--- src/rtl/dil_pkg.sv ---
package dil_pkg;

    localparam int HI_W_DEF = 4;
    localparam int LO_W_DEF = 8;

    // strobes decoded to active-high qualified transfer requests
    typedef struct packed {
        logic take_hi;
        logic take_lo;
        logic take_out;
    } xfer_t;

    function automatic xfer_t decode_strobes(input logic wr_n, input logic hi_en_n,
                                             input logic lo_en_n, input logic load_n);
        xfer_t x;
        x.take_hi  = !wr_n && !hi_en_n;
        x.take_lo  = !wr_n && !lo_en_n;
        x.take_out = !wr_n && !load_n;
        return x;
    endfunction

endpackage

--- src/rtl/dil_field_latch.sv ---
module dil_field_latch #(
    parameter int W = 4
) (
    input  logic         clk,
    input  logic         take,
    input  logic [W-1:0] d,
    output logic [W-1:0] nxt,
    output logic [W-1:0] q
);

    logic [W-1:0] q_d;
    logic [W-1:0] q_q;

    always_comb begin
        q_d = q_q;
        if (take) begin
            q_d = d;
        end
    end

    // input registers are intentionally outside the reset domain
    always_ff @(posedge clk) begin
        q_q <= q_d;
    end

    assign nxt = q_d;
    assign q   = q_q;

endmodule

--- src/rtl/dil_out_stage.sv ---
module dil_out_stage #(
    parameter int W = 12
) (
    input  logic         clk,
    input  logic         rst_n,
    input  logic         take,
    input  logic [W-1:0] src,
    output logic [W-1:0] nxt,
    output logic [W-1:0] code_q,
    output logic         pulse_q
);

    localparam logic [W-1:0] MID_CODE = {1'b1, {(W-1){1'b0}}};

    typedef struct packed {
        logic [W-1:0] code;
        logic         pulse;
    } st_t;

    st_t st_d;
    st_t st_q;

    always_comb begin
        st_d       = st_q;
        st_d.pulse = 1'b0;
        if (take) begin
            st_d.code  = src;
            st_d.pulse = (src != st_q.code);
        end
    end

    always_ff @(posedge clk or negedge rst_n) begin
        if (!rst_n) begin
            st_q <= '{code: MID_CODE, pulse: 1'b0};
        end else begin
            st_q <= st_d;
        end
    end

    assign nxt     = st_d.code;
    assign code_q  = st_q.code;
    assign pulse_q = st_q.pulse;

    // a flagged cycle always carries a new code
    p_pulse_change_r8: assert property (@(posedge clk) disable iff (!rst_n)
        pulse_q |-> (code_q != $past(code_q)));
    // an unflagged cycle keeps the code
    p_no_pulse_stable_r8: assert property (@(posedge clk) disable iff (!rst_n)
        !pulse_q |-> $stable(code_q));

endmodule

--- src/rtl/dac_input_latch.sv ---
module dac_input_latch #(
    parameter int HI_W        = dil_pkg::HI_W_DEF,
    parameter int LO_W        = dil_pkg::LO_W_DEF,
    parameter bit TRANSPARENT = 1'b0
) (
    input  logic                 clk,
    input  logic                 rst_n,
    input  logic                 wr_n,
    input  logic                 hi_en_n,
    input  logic                 lo_en_n,
    input  logic                 load_n,
    input  logic [HI_W+LO_W-1:0] din,
    output logic [HI_W+LO_W-1:0] code,
    output logic                 upd
);

    import dil_pkg::*;

    localparam int W = HI_W + LO_W;
    localparam logic [W-1:0] MID_CODE = {1'b1, {(W-1){1'b0}}};

    xfer_t        xf;
    logic [HI_W-1:0] hi_nxt, hi_q;
    logic [LO_W-1:0] lo_nxt, lo_q;
    logic [W-1:0]    out_nxt, out_q;
    logic            pulse_q;

    assign xf = decode_strobes(wr_n, hi_en_n, lo_en_n, load_n);

    dil_field_latch #(.W(HI_W)) u_hi (
        .clk (clk),
        .take(xf.take_hi),
        .d   (din[W-1:LO_W]),
        .nxt (hi_nxt),
        .q   (hi_q)
    );

    dil_field_latch #(.W(LO_W)) u_lo (
        .clk (clk),
        .take(xf.take_lo),
        .d   (din[LO_W-1:0]),
        .nxt (lo_nxt),
        .q   (lo_q)
    );

    // flow-through: the output stage sees this cycle's captured halves
    dil_out_stage #(.W(W)) u_out (
        .clk    (clk),
        .rst_n  (rst_n),
        .take   (xf.take_out),
        .src    ({hi_nxt, lo_nxt}),
        .nxt    (out_nxt),
        .code_q (out_q),
        .pulse_q(pulse_q)
    );

    generate
        if (TRANSPARENT) begin : g_transp
            assign code = rst_n ? out_nxt : MID_CODE;
            assign upd  = rst_n && (out_nxt != out_q);
        end else begin : g_reg
            assign code = out_q;
            assign upd  = pulse_q;

            // no write gate, no movement anywhere
            p_hold_no_wr_r1: assert property (@(posedge clk) disable iff (!rst_n)
                wr_n |=> ($stable(code) && $stable(hi_q) && $stable(lo_q)));
            // upper register capture
            p_hi_capture_r2: assert property (@(posedge clk) disable iff (!rst_n)
                (!wr_n && !hi_en_n) |=> (hi_q == $past(din[W-1:LO_W])));
            // lower register capture
            p_lo_capture_r3: assert property (@(posedge clk) disable iff (!rst_n)
                (!wr_n && !lo_en_n) |=> (lo_q == $past(din[LO_W-1:0])));
            // plain load copies held halves in one step
            p_load_held_r4: assert property (@(posedge clk) disable iff (!rst_n)
                (!wr_n && !load_n && hi_en_n && lo_en_n) |=> (code == $past({hi_q, lo_q})));
            // full flow-through takes the bus word
            p_flow_full_r7: assert property (@(posedge clk) disable iff (!rst_n)
                (!wr_n && !load_n && !hi_en_n && !lo_en_n) |=> (code == $past(din)));
            // reset wins over every strobe
            p_reset_mid_r5: assert property (@(posedge clk)
                !rst_n |-> (code == MID_CODE && !upd));
        end
    endgenerate

endmodule

--- config.mk ---
export PLATFORM = sky130hd
export DESIGN_NAME = dac_input_latch
export DESIGN_NICKNAME = d
export VERILOG_FILES = /design/src/rtl/dil_pkg.sv /design/src/rtl/dil_field_latch.sv /design/src/rtl/dil_out_stage.sv /design/src/rtl/dac_input_latch.sv
export SDC_FILE = /design/constraint.sdc
export NUM_CORES = 1
export LEC_CHECK = 0
export ABC_AREA = 1
export BUFFER_PORTS_ARGS = -buffer_cell sky130_fd_sc_hd__buf_2
export CAP_MARGIN = 20
export CORE_ASPECT_RATIO = 0.7
export CORE_MARGIN = 2
export CORE_UTILIZATION = 55
export DETAILED_ROUTE_END_ITERATION = 10
export PLACE_DENSITY = 0.82
export SETUP_SLACK_MARGIN = 0.3
export SLEW_MARGIN = 20
export SYNTH_ARGS = -nofsm -noshare
export SYNTH_HDL_FRONTEND = slang
export SYNTH_SLANG_ARGS = --single-unit
--- constraint.sdc ---
create_clock -name clk -period 1.54 [get_ports clk]
set_input_delay 0.154 -clock clk [delete_from_list [all_inputs] [get_ports clk]]
set_output_delay 0.154 -clock clk [all_outputs]
set_load 0.03 [all_outputs]
==> metrics.md, run 1 <==
| Metric | Value |
|---|---|
| Status | `complete, no violations` |
| Clk sinks | `25` |
| Rows | `14` |
| Placed instance area | `0.001429 mm2` |
| Leak Pwr | `0.8360 nW` |
| ANT nets after route | `0` |
| Die ar. | `0.002664 mm2` |
| WHS Path Cells | `3` |
| Initial cell density of the core | `58.20%` |
| Area leader, netlist | `dfrtp_1` |
| Initial antenna violation count | `0` |
| CP Launch Type | `flop` |
| PD cells | `1085 mW/mm2` |
| Setup Buffers After CTS | `0` |
| CTS root buf | `clkbuf_4` |
| Yosys reg bits | `25` |
| Peak supply drop | `0.0006497 V` |
| Layout cells sized above 1 | `24.17%` |
| Max FO, Critical Path | `3` |
| HP Class | `primary input to flop` |
| YS warnings | `0` |
| Area growth, synth to finish | `18.01%` |
| DP Cell Count | `238` |
| Critical path type | `flop to primary output` |
| Max-slew headroom | `79.48%` |
| # IOs | `31` |
| GP Congestion | `0.7753` |
| Critical Path AT | `1.05 ns` |
| Bufs and invs on worst path | `1` |
| Via-to-Cell Ratio | `4.798` |
| Hold slack | `0.08016 ns` |
| Detailed Route WL | `2541 um` |
| Final setup violation count | `0` |
| Antenna fix cells | `0` |
| Worst Path Required | `1.39 ns` |
| Gr usage total | `22.55%` |
| Avg Cell Area, Syn | `7.027 um2` |
| Post-route DRC violation count | `0` |
| Top-area cell type share of the netlist area | `24.14%` |
| Die extent in x | `60.84 um` |
| DR WL/cell | `10.46 um` |
| Minimum clock period | `1.201 ns` |
| Clk_skew | `0.002932 ns` |
| Final hold violation count | `0` |
| Cell Chain, Critical Path | `buf_4` |
| First-pass GRT wire length | `4436 um` |
| Slew @ Worst Pin | `0.3078 ns` |
| RSZ-0062 raised after global routing | `true` |
| Post-Layout Cell Count | `243` |
| R2R Path Start | `u_out.code_q[11]$_DFFE_PN1P_` |
| Post-synthesis cell type count | `18` |
| DP Wirelength | `1968 um` |
| Clock Latency Late Sink | `0.31 ns` |
| DR vias | `1166` |
| Pre-Repair DR Iteration Count | `4` |
| Pins over their slew limit | `0` |
| Core footprint | `0.002137 mm2` |
| Slowest stage cell, crit path | `dfstp_2` |
| Num CTS Buffers | `3` |
| Hold path start | `din[1]` |
| Post-route clock period utilization | `78.02%` |
| Family with the most delay on the worst path | `flip-flops` |
| Vias in the first global route | `1104` |
| Cells after Synth | `177` |
| Fin area | `0.001468 mm2` |
| Nets@finish | `230` |
| Max Cap Viol | `0` |
| Largest net degree at the start of global routing | `26` |
| Grt ovf | `0` |
| Chip height | `43.79 um` |
| FMAX | `832.3 MHz` |
| Reg2reg end | `u_out.pulse_q$_DFF_PN0_` |
| CP peak stage delay | `0.58 ns` |
| Hold Path End | `u_lo.q[1]$_DFF_P_` |
| Fin Setup TNS | `0 ns` |
| H-tree Lvls | `1` |
| Syn nets | `195` |
| DRT iter0 DRCs | `59` |
| FF-to-FF path depth | `7` |
| Port Buf Inserts | `30` |
| Top cells by area, synth | `dfrtp_1, nand2_1, dfxtp_1` |
| Post-Syn Area | `0.001244 mm2` |
| R2r setup slk | `0.40 ns` |
| CP endpoint kind | `primary output` |
| Clock-pin slew on the worst setup and hold paths | `0.13 ns` |
| Sequential fraction of the synthesis area | `45.57%` |
| CTS tree | `built` |
| Clock Path Buffers | `2` |
report_power, final:
| part | internal [mW] | switching, mW | leakage (nW) |
|---|---|---|---|
| sequential | 0.748 | 0.0547 | 0.264 |
| combinational | 0.167 | 0.333 | 0.557 |
| clock | 0.101 | 0.188 | 0.0150 |
sequential cells by signal (all words and copies together) (netlist names):
| name | count |
|---|---|
| u_hi.q | 4 |
| u_out.code_q | 12 |
| u_out.pulse_q | 1 |
| u_lo.q | 8 |
worst reg2reg max path, delay by kind of cell (launching register included):
family	cells	cell delay [ns]
buffers and inverters	1	0.04
flip-flops	1	0.58
AND/OR/NAND/NOR	6	0.44
layout by cell type (no fill, tap or decap):
master,synthesis,routed
dfstp_2,1,1
nand2_2,5,5
nand3_2,1,1
o21ai_2,1,1
nor2_1,7,7
nand3_1,16,16
inv_2,1,2
clkbuf_4,0,3
nand2_1,72,72
nand2_4,4,4
dlygate4sd3_1,0,1
dfrtp_1,12,12
buf_2,1,29
buf_4,0,3
dfxtp_1,12,12
o21ai_0,12,12
o211ai_1,1,1
clkbuf_1,1,1
nor2_2,2,2
inv_1,27,26
synthesized netlist by cell type:
cell type / number
clkbuf_1: 1
o21ai_2: 1
inv_2: 1
o21ai_0: 12
inv_1: 27
nand2_2: 5
nor2_2: 2
dfstp_2: 1
nor2_1: 7
nand3_2: 1
nand3_1: 16
buf_6: 1
buf_2: 1
nand2_4: 4
dfxtp_1: 12
o211ai_1: 1
nand2_1: 72
dfrtp_1: 12
metal layers:
| metal | wire, um | vias to the layer above | share of wire, % | global-route usage, % |
|---|---|---|---|---|
| met5 | 0 | - | 0 | 0 |
| met4 | 13 | 0 | 0.51 | 5.217 |
| met3 | 160 | 2 | 6.3 | 6.866 |
| met2 | 1203 | 33 | 47 | 38.06 |
| met1 | 1163 | 530 | 46 | 28.52 |
| li1 | - | 601 | - | - |
worst max path at each step:
stage | cells past startpoint | from | end
global route | 7 | u_out.code_q[11]$_DFFE_PN1P_ | u_out.pulse_q$_DFF_PN0_
finish | 1 | u_out.code_q[11]$_DFFE_PN1P_ | code[11]
floorplan | 7 | u_out.code_q[11]$_DFFE_PN1P_ | u_out.pulse_q$_DFF_PN0_
detailed placement | 10 | wr_n | u_out.pulse_q$_DFF_PN0_
CTS | 1 | u_out.code_q[11]$_DFFE_PN1P_ | code[11]
global placement | 10 | wr_n | u_out.pulse_q$_DFF_PN0_
per-stage QoR:
| step | setup slack [ns] | power, mW | util [%] |
|---|---|---|---|
| floorplan | 0.3521 | 1.165 | - |
| global placement | 0.2286 | 1.291 | 66.86 |
| detailed placement | 0.1783 | 1.312 | 66.86 |
| CTS | 0.3009 | 1.604 | 68.56 |
| global route | 0.2866 | 1.698 | 68.68 |
| finish | 0.3385 | 1.592 | 68.68 |
area by class of cell:
cell class,instances,area (um2)
clock buffer,4,26.28
fill,201,669.4
inverter,28,105.1
multi-input combinational,121,551.8
sequential,25,566.8
tap,32,40.04
timing repair buffer,33,177.7
kinds of logic after synthesis:
family,share of synthesized area [%]
AO/OA/AOI/OAI,6.137
AND/OR/NAND/NOR,38.23
buffers and inverters,10.06
flip-flops,45.57
what timing repair did:
item | 4_1_cts | 5_1_grt
hold endpoints to repair | 13 | 0
endpoints found under the setup margin | 0 | 2
hold buffers | 1 | 0
resized for setup | 0 | 3
Power figures use the tool's default switching activity.
==> inputs of run 2 (changes only) <==
- ABC_AREA: 1 -> 0
- CORE_UTILIZATION: 55 -> 51
- PLACE_DENSITY: 0.82 -> 0.78
- clock period: 1.54 -> 1.15 ns (I/O delays scaled with it)
==> metrics.md, run 2 <==
| Metric | Value |
|---|---|
| EDFF count, synth | `0` |
| Fraction of the mapped netlist area in adder cells | `0%` |
| Critical path type | `flop to flop` |
| Sequential fraction of the synthesis area | `48.71%` |
| Critical Path AT | `1.84 ns` |
| CP endpoint kind | `flop` |
| Hold slack | `0.04444 ns` |
| Compound-Gate Fraction of Synth Area | `11.29%` |
| Most used flip-flop cell after synthesis | `dfxtp_1` |
| DR vias | `994` |
| Worst Path Required | `1.35 ns` |
| Top-area cell type share of the netlist area | `25.81%` |
| Nets@finish | `172` |
| Clk sinks | `25` |
| Post-route DRC violation count | `0` |
| Post-Layout Cell Count | `185` |
| Rows | `14` |
| Avg Cell Area, Syn | `11.19 um2` |
| Comb pwr share | `44.6%` |
| HP Class | `primary input to flop` |
| Top cells by area, synth | `dfrtp_1, dfxtp_1, mux2_2` |
| Yosys reg bits | `25` |
| Synth top cells by count | `mux2_2, dfrtp_1, dfxtp_1, xnor2_1, inv_1` |
| Layout cells sized above 1 | `62.09%` |
| PD cells | `1686 mW/mm2` |
| Area growth, synth to finish | `49.68%` |
| Port Buf Inserts | `30` |
| Final hold violation count | `0` |
| Cells after Synth | `104` |
| YS warnings | `0` |
| Initial cell density of the core | `54.01%` |
| Max Cap Viol | `0` |
| Post-synthesis xor/xnor area fraction | `9.785%` |
| Sw Ratio | `35.50%` |
| ANT nets after route | `0` |
| Peak supply drop | `0.001147 V` |
| Clock share of power | `13.4%` |
| Internal power | `1.894 mW` |
| Antenna fix cells | `0` |
| Switching pwr | `1.043 mW` |
| RSZ-0062 raised after global routing | `true` |
| Most common cell in the netlist | `mux2_2` |
| Grt ovf | `0` |
| Detailed Route WL | `3226 um` |
| Core footprint | `0.002155 mm2` |
| Fin Setup TNS | `-0.7489 ns` |
| Syn nets | `122` |
| Main combinational cell family by area after synthesis | `multiplexers` |
| CTS root buf | `clkbuf_4` |
| Die extent in x | `61.09 um` |
| DP Wirelength | `1990 um` |
| Die ar. | `0.002686 mm2` |
| Via-to-Cell Ratio | `5.373` |
| Chip height | `43.97 um` |
| CTS tree | `built` |
| Commonest non-fill, non-tap cell in the layout | `buf_6` |
| Leak Pwr | `0.8019 nW` |
| Slew @ Worst Pin | `0.3274 ns` |
| Max reg flops | `12` |
| Minimum clock period | `1.643 ns` |
| Asr flop ratio synth | `52.00%` |
| Pre-Repair DR Iteration Count | `4` |
| Largest net degree at the start of global routing | `18` |
| Initial antenna violation count | `0` |
| Max-slew headroom | `78.17%` |
| Num CTS Buffers | `3` |
| Clock-pin slew on the worst setup and hold paths | `0.13 ns` |
| Mux contribution to synthesized area | `19.46%` |
| Total power | `2.937 mW` |
| # IOs | `31` |
| Max FO, Critical Path | `2` |
| DP Cell Count | `177` |
| Post-synthesis cell type count | `29` |
| FMAX | `608.8 MHz` |
| Final setup violation count | `2` |
| Post-route clock period utilization | `142.8%` |
| H-tree Lvls | `1` |
| DR WL/cell | `17.44 um` |
| Clk_skew | `0.003429 ns` |
| Post-Syn Area | `0.001164 mm2` |
| Most frequent cells in the layout | `buf_6, mux2_4, buf_2` |
| Final worst slack | `-0.4926 ns` |
| GP Congestion | `0.8006` |
| Area leader, netlist | `dfrtp_1` |
| Pins over their slew limit | `0` |
| Simple-Gate Fraction of Synth Area | `6.882%` |
| First-pass GRT wire length | `5009 um` |
| Clock Path Buffers | `2` |
| Status | `finished with violations` |
| Power share of the sequential group | `42.0%` |
| Gr usage total | `26.07%` |
| CP Launch Type | `flop` |
| Vias in the first global route | `990` |
| Violated checks | `setup timing` |
| Clock Latency Late Sink | `0.32 ns` |
| DRT iter0 DRCs | `33` |
run 2: cell types whose count changed after synthesis, moves of 5 or more:
| cell | before | now |
|---|---|---|
| nand2_1 | 72 | 3 |
| inv_1 | 27 | 8 |
| nand3_1 | 16 | 1 |
| xnor2_1 | 0 | 9 |
| nand2_2 | 5 | 0 |
| o21ai_0 | 12 | 7 |
| mux2_2 | 0 | 17 |
run 2: worst max-delay path, cell delays in order, from the launching register on:
cell	delay, ns
dfstp_2	0.56
xor2_1	0.08
a221oi_2	0.19
or3b_4	0.41
a21boi_2	0.16
a41oi_2	0.12
run 2: what timing repair did:
item,CTS,global route
setup endpoints to repair,24,26
setup buffers,1,2
pin swaps,1,1
resized for setup,57,12
endpoints found under the hold margin,13,0
hold buffers,1,0
run 2: final cells by class:
type / instances / area, um2
inverters: 8 / 30.03
well taps: 32 / 40.04
flip-flops and latches: 25 / 586.8
clock buffers: 4 / 26.28
repair buffers: 48 / 399.1
multi-input cells: 68 / 659.4
fillers: 142 / 412.9
run 2: per-layer routing:
metal / routed length [um] / vias to the layer above / GRT usage [%]
met3: 202 / 7 / 6.269
li1: - / 470 / -
met5: 0 / - / 0
met4: 35 / 0 / 3.913
met2: 1605 / 45 / 41.49
met1: 1383 / 472 / 37.00
run 2: metrics by stage:
step           instance area (um2)  setup slack [ns]  utilization (%)
2_1_floorplan                 1210           -0.4824                -
3_3_place_gp                  1478           -0.3673            68.58
3_5_place_dp                  1478           -0.4698            68.58
4_1_cts                       1690           -0.4657            78.46
5_1_grt                       1742           -0.5019            80.84
6_report                      1742           -0.4926            80.84
run 2: power by group through the flow:
stage | sequential [mW] | clock [mW] | combinational [mW]
3_5_place_dp | 1.19 | 0 | 0.967
3_3_place_gp | 1.18 | 0 | 0.943
5_1_grt | 1.26 | 0.447 | 1.38
4_1_cts | 1.21 | 0.405 | 1.20
2_1_floorplan | 1.38 | 0 | 0.426
6_report | 1.23 | 0.394 | 1.31
run 2: final timing paths:
check | slack, ns | startpoint | cells after the start | end
worst min register to register | 0.52 | u_hi.q[1]$_DFF_P_ | 1 | u_hi.q[1]$_DFF_P_
worst max register to register | -0.49 | u_out.code_q[11]$_DFFE_PN1P_ | 5 | u_out.pulse_q$_DFF_PN0_
max in group asynchronous | 0.65 | rst_n | 2 | u_out.code_q[11]$_DFFE_PN1P_
worst max-delay path | -0.49 | u_out.code_q[11]$_DFFE_PN1P_ | 5 | u_out.pulse_q$_DFF_PN0_
worst min-delay path | 0.04 | din[9] | 2 | u_hi.q[1]$_DFF_P_
min in group asynchronous | 0.20 | rst_n | 2 | u_out.code_q[4]$_DFFE_PN0P_
run 2: cells by family (layout without fill, tap and decap cells):
kind of cell / Yosys count / after routing
multiplexers: 20 / 20
flip-flops: 25 / 25
AO/OA/AOI/OAI: 20 / 20
buffers and inverters: 11 / 60
XOR/XNOR: 13 / 13
AND/OR/NAND/NOR: 15 / 15
==> inputs of run 3 (changes only) <==
- SKIP_CTS_REPAIR_TIMING: unset -> 1
==> metrics.md, run 3 (synthesis gave the netlist of run 2 again) <==
| Metric | Value |
|---|---|
| Status | `finished with violations` |
| Violated checks | `setup timing` |
| Detailed Route WL | `2948 um` |
| Clock Path Buffers | `2` |
| Initial cell density of the core | `54.01%` |
| Critical Path AT | `1.80 ns` |
| Sw Ratio | `34.91%` |
| # IOs | `31` |
| Max-slew headroom | `79.12%` |
| First-pass GRT wire length | `4353 um` |
| ANT nets after route | `0` |
| Worst Path Required | `1.35 ns` |
| HP Class | `primary input to flop` |
| Leak Pwr | `0.7767 nW` |
| CTS root buf | `clkbuf_4` |
| Layout cells sized above 1 | `59.21%` |
| Clk sinks | `25` |
| DR WL/cell | `16.02 um` |
| Max FO, Critical Path | `2` |
| Vias in the first global route | `937` |
| Pins over their slew limit | `0` |
| CP endpoint kind | `flop` |
| Comb pwr share | `43.0%` |
| Critical path type | `flop to flop` |
| Most frequent cells in the layout | `buf_6, buf_2, mux2_4` |
| Core Util, Final | `78.98%` |
| DRT iter0 DRCs | `51` |
| RSZ-0062 raised after global routing | `true` |
| Nets@finish | `171` |
| CTS tree | `built` |
| H-tree Lvls | `1` |
| Switching pwr | `0.9888 mW` |
| Die extent in x | `61.09 um` |
| Clk_skew | `0.004436 ns` |
| CP Launch Type | `flop` |
| Port Buf Inserts | `30` |
| Commonest non-fill, non-tap cell in the layout | `buf_6` |
| FMAX | `624.3 MHz` |
| Chip height | `43.97 um` |
| Die ar. | `0.002686 mm2` |
| Max Cap Viol | `0` |
| Final worst slack | `-0.4517 ns` |
| Max reg flops | `12` |
| Initial antenna violation count | `0` |
| Rows | `14` |
| PD cells | `1664 mW/mm2` |
| Final hold violation count | `0` |
| Via-to-Cell Ratio | `5.337` |
| Gr usage total | `22.24%` |
| DP Wirelength | `1990 um` |
| Total power | `2.832 mW` |
| Clock share of power | `13.9%` |
| DR vias | `982` |
| Power share of the sequential group | `43.0%` |
| Slew @ Worst Pin | `0.3131 ns` |
| Largest net degree at the start of global routing | `18` |
| Post-route DRC violation count | `0` |
| Antenna fix cells | `0` |
| Clock Latency Late Sink | `0.32 ns` |
| Post-route clock period utilization | `139.3%` |
| Core footprint | `0.002155 mm2` |
| Minimum clock period | `1.602 ns` |
| Clock-pin slew on the worst setup and hold paths | `0.13 ns` |
| GP Congestion | `0.8006` |
| Final setup violation count | `2` |
| Pre-Repair DR Iteration Count | `4` |
| Peak supply drop | `0.001143 V` |
| Num CTS Buffers | `3` |
| Area growth, synth to finish | `46.24%` |
| Internal power | `1.843 mW` |
| Grt ovf | `0` |
run 3: stage by stage:
| step | hold WS (ns) | cell area (um2) | worst slack [ns] | instances | setup TNS [ns] |
|---|---|---|---|---|---|
| 2_1_floorplan | -0.1806 | 1210 | -0.4824 | 104 | -0.6955 |
| 3_3_place_gp | 0.02336 | 1478 | -0.3673 | 177 | -1.362 |
| 3_5_place_dp | 0.02651 | 1478 | -0.4698 | 177 | -1.633 |
| 4_1_cts | -0.3351 | 1504 | -0.4848 | 181 | -0.6641 |
| 5_1_grt | 0.04534 | 1702 | -0.4919 | 184 | -0.6267 |
| 6_report | 0.04880 | 1702 | -0.4517 | 184 | -0.5421 |
run 3: power groups by stage:
| stage | combinational (mW) | clock [mW] | sequential, mW |
|---|---|---|---|
| floorplan | 0.426 | 0 | 1.38 |
| detailed placement | 0.967 | 0 | 1.19 |
| CTS | 0.972 | 0.405 | 1.17 |
| finish | 1.22 | 0.395 | 1.22 |
| global placement | 0.943 | 0 | 1.18 |
| global route | 1.30 | 0.437 | 1.24 |
run 3: critical path, cell delays in order, from the launching register on:
cell and delay, ns:
dfstp_2 0.56, xor2_1 0.07, a221oi_1 0.20, or3b_4 0.41, a21boi_2 0.14, a41oi_2 0.10
run 3: cell type report:
type / count / area, um2
multi-input combinational: 68 / 638.1
sequential: 25 / 583.1
fill: 147 / 452.9
timing repair buffer: 47 / 384.1
tap: 32 / 40.04
inverter: 8 / 30.03
clock buffer: 4 / 26.28
run 3: layer usage:
| metal | global-route usage (%) | vias to the layer above | share of wire [%] |
|---|---|---|---|
| li1 | - | 472 | - |
| met1 | 30.57 | 473 | 44 |
| met2 | 35.32 | 33 | 48 |
| met3 | 6.567 | 4 | 6.9 |
| met4 | 3.913 | 0 | 0.71 |
| met5 | 0 | - | 0 |
run 3: path summary, 6_finish.rpt:
| check | startpoint | end | depth (start not counted) | slack (ns) |
|---|---|---|---|---|
| setup / recovery | u_out.code_q[11]$_DFFE_PN1P_ | u_out.pulse_q$_DFF_PN0_ | 5 | -0.45 |
| hold / removal | din[9] | u_hi.q[1]$_DFF_P_ | 2 | 0.05 |
| setup reg to reg | u_out.code_q[11]$_DFFE_PN1P_ | u_out.pulse_q$_DFF_PN0_ | 5 | -0.45 |
| hold reg to reg | u_hi.q[1]$_DFF_P_ | u_hi.q[1]$_DFF_P_ | 1 | 0.52 |
| max in group asynchronous | rst_n | u_out.code_q[11]$_DFFE_PN1P_ | 2 | 0.67 |
| min in group asynchronous | rst_n | u_out.code_q[7]$_DFFE_PN0P_ | 2 | 0.19 |
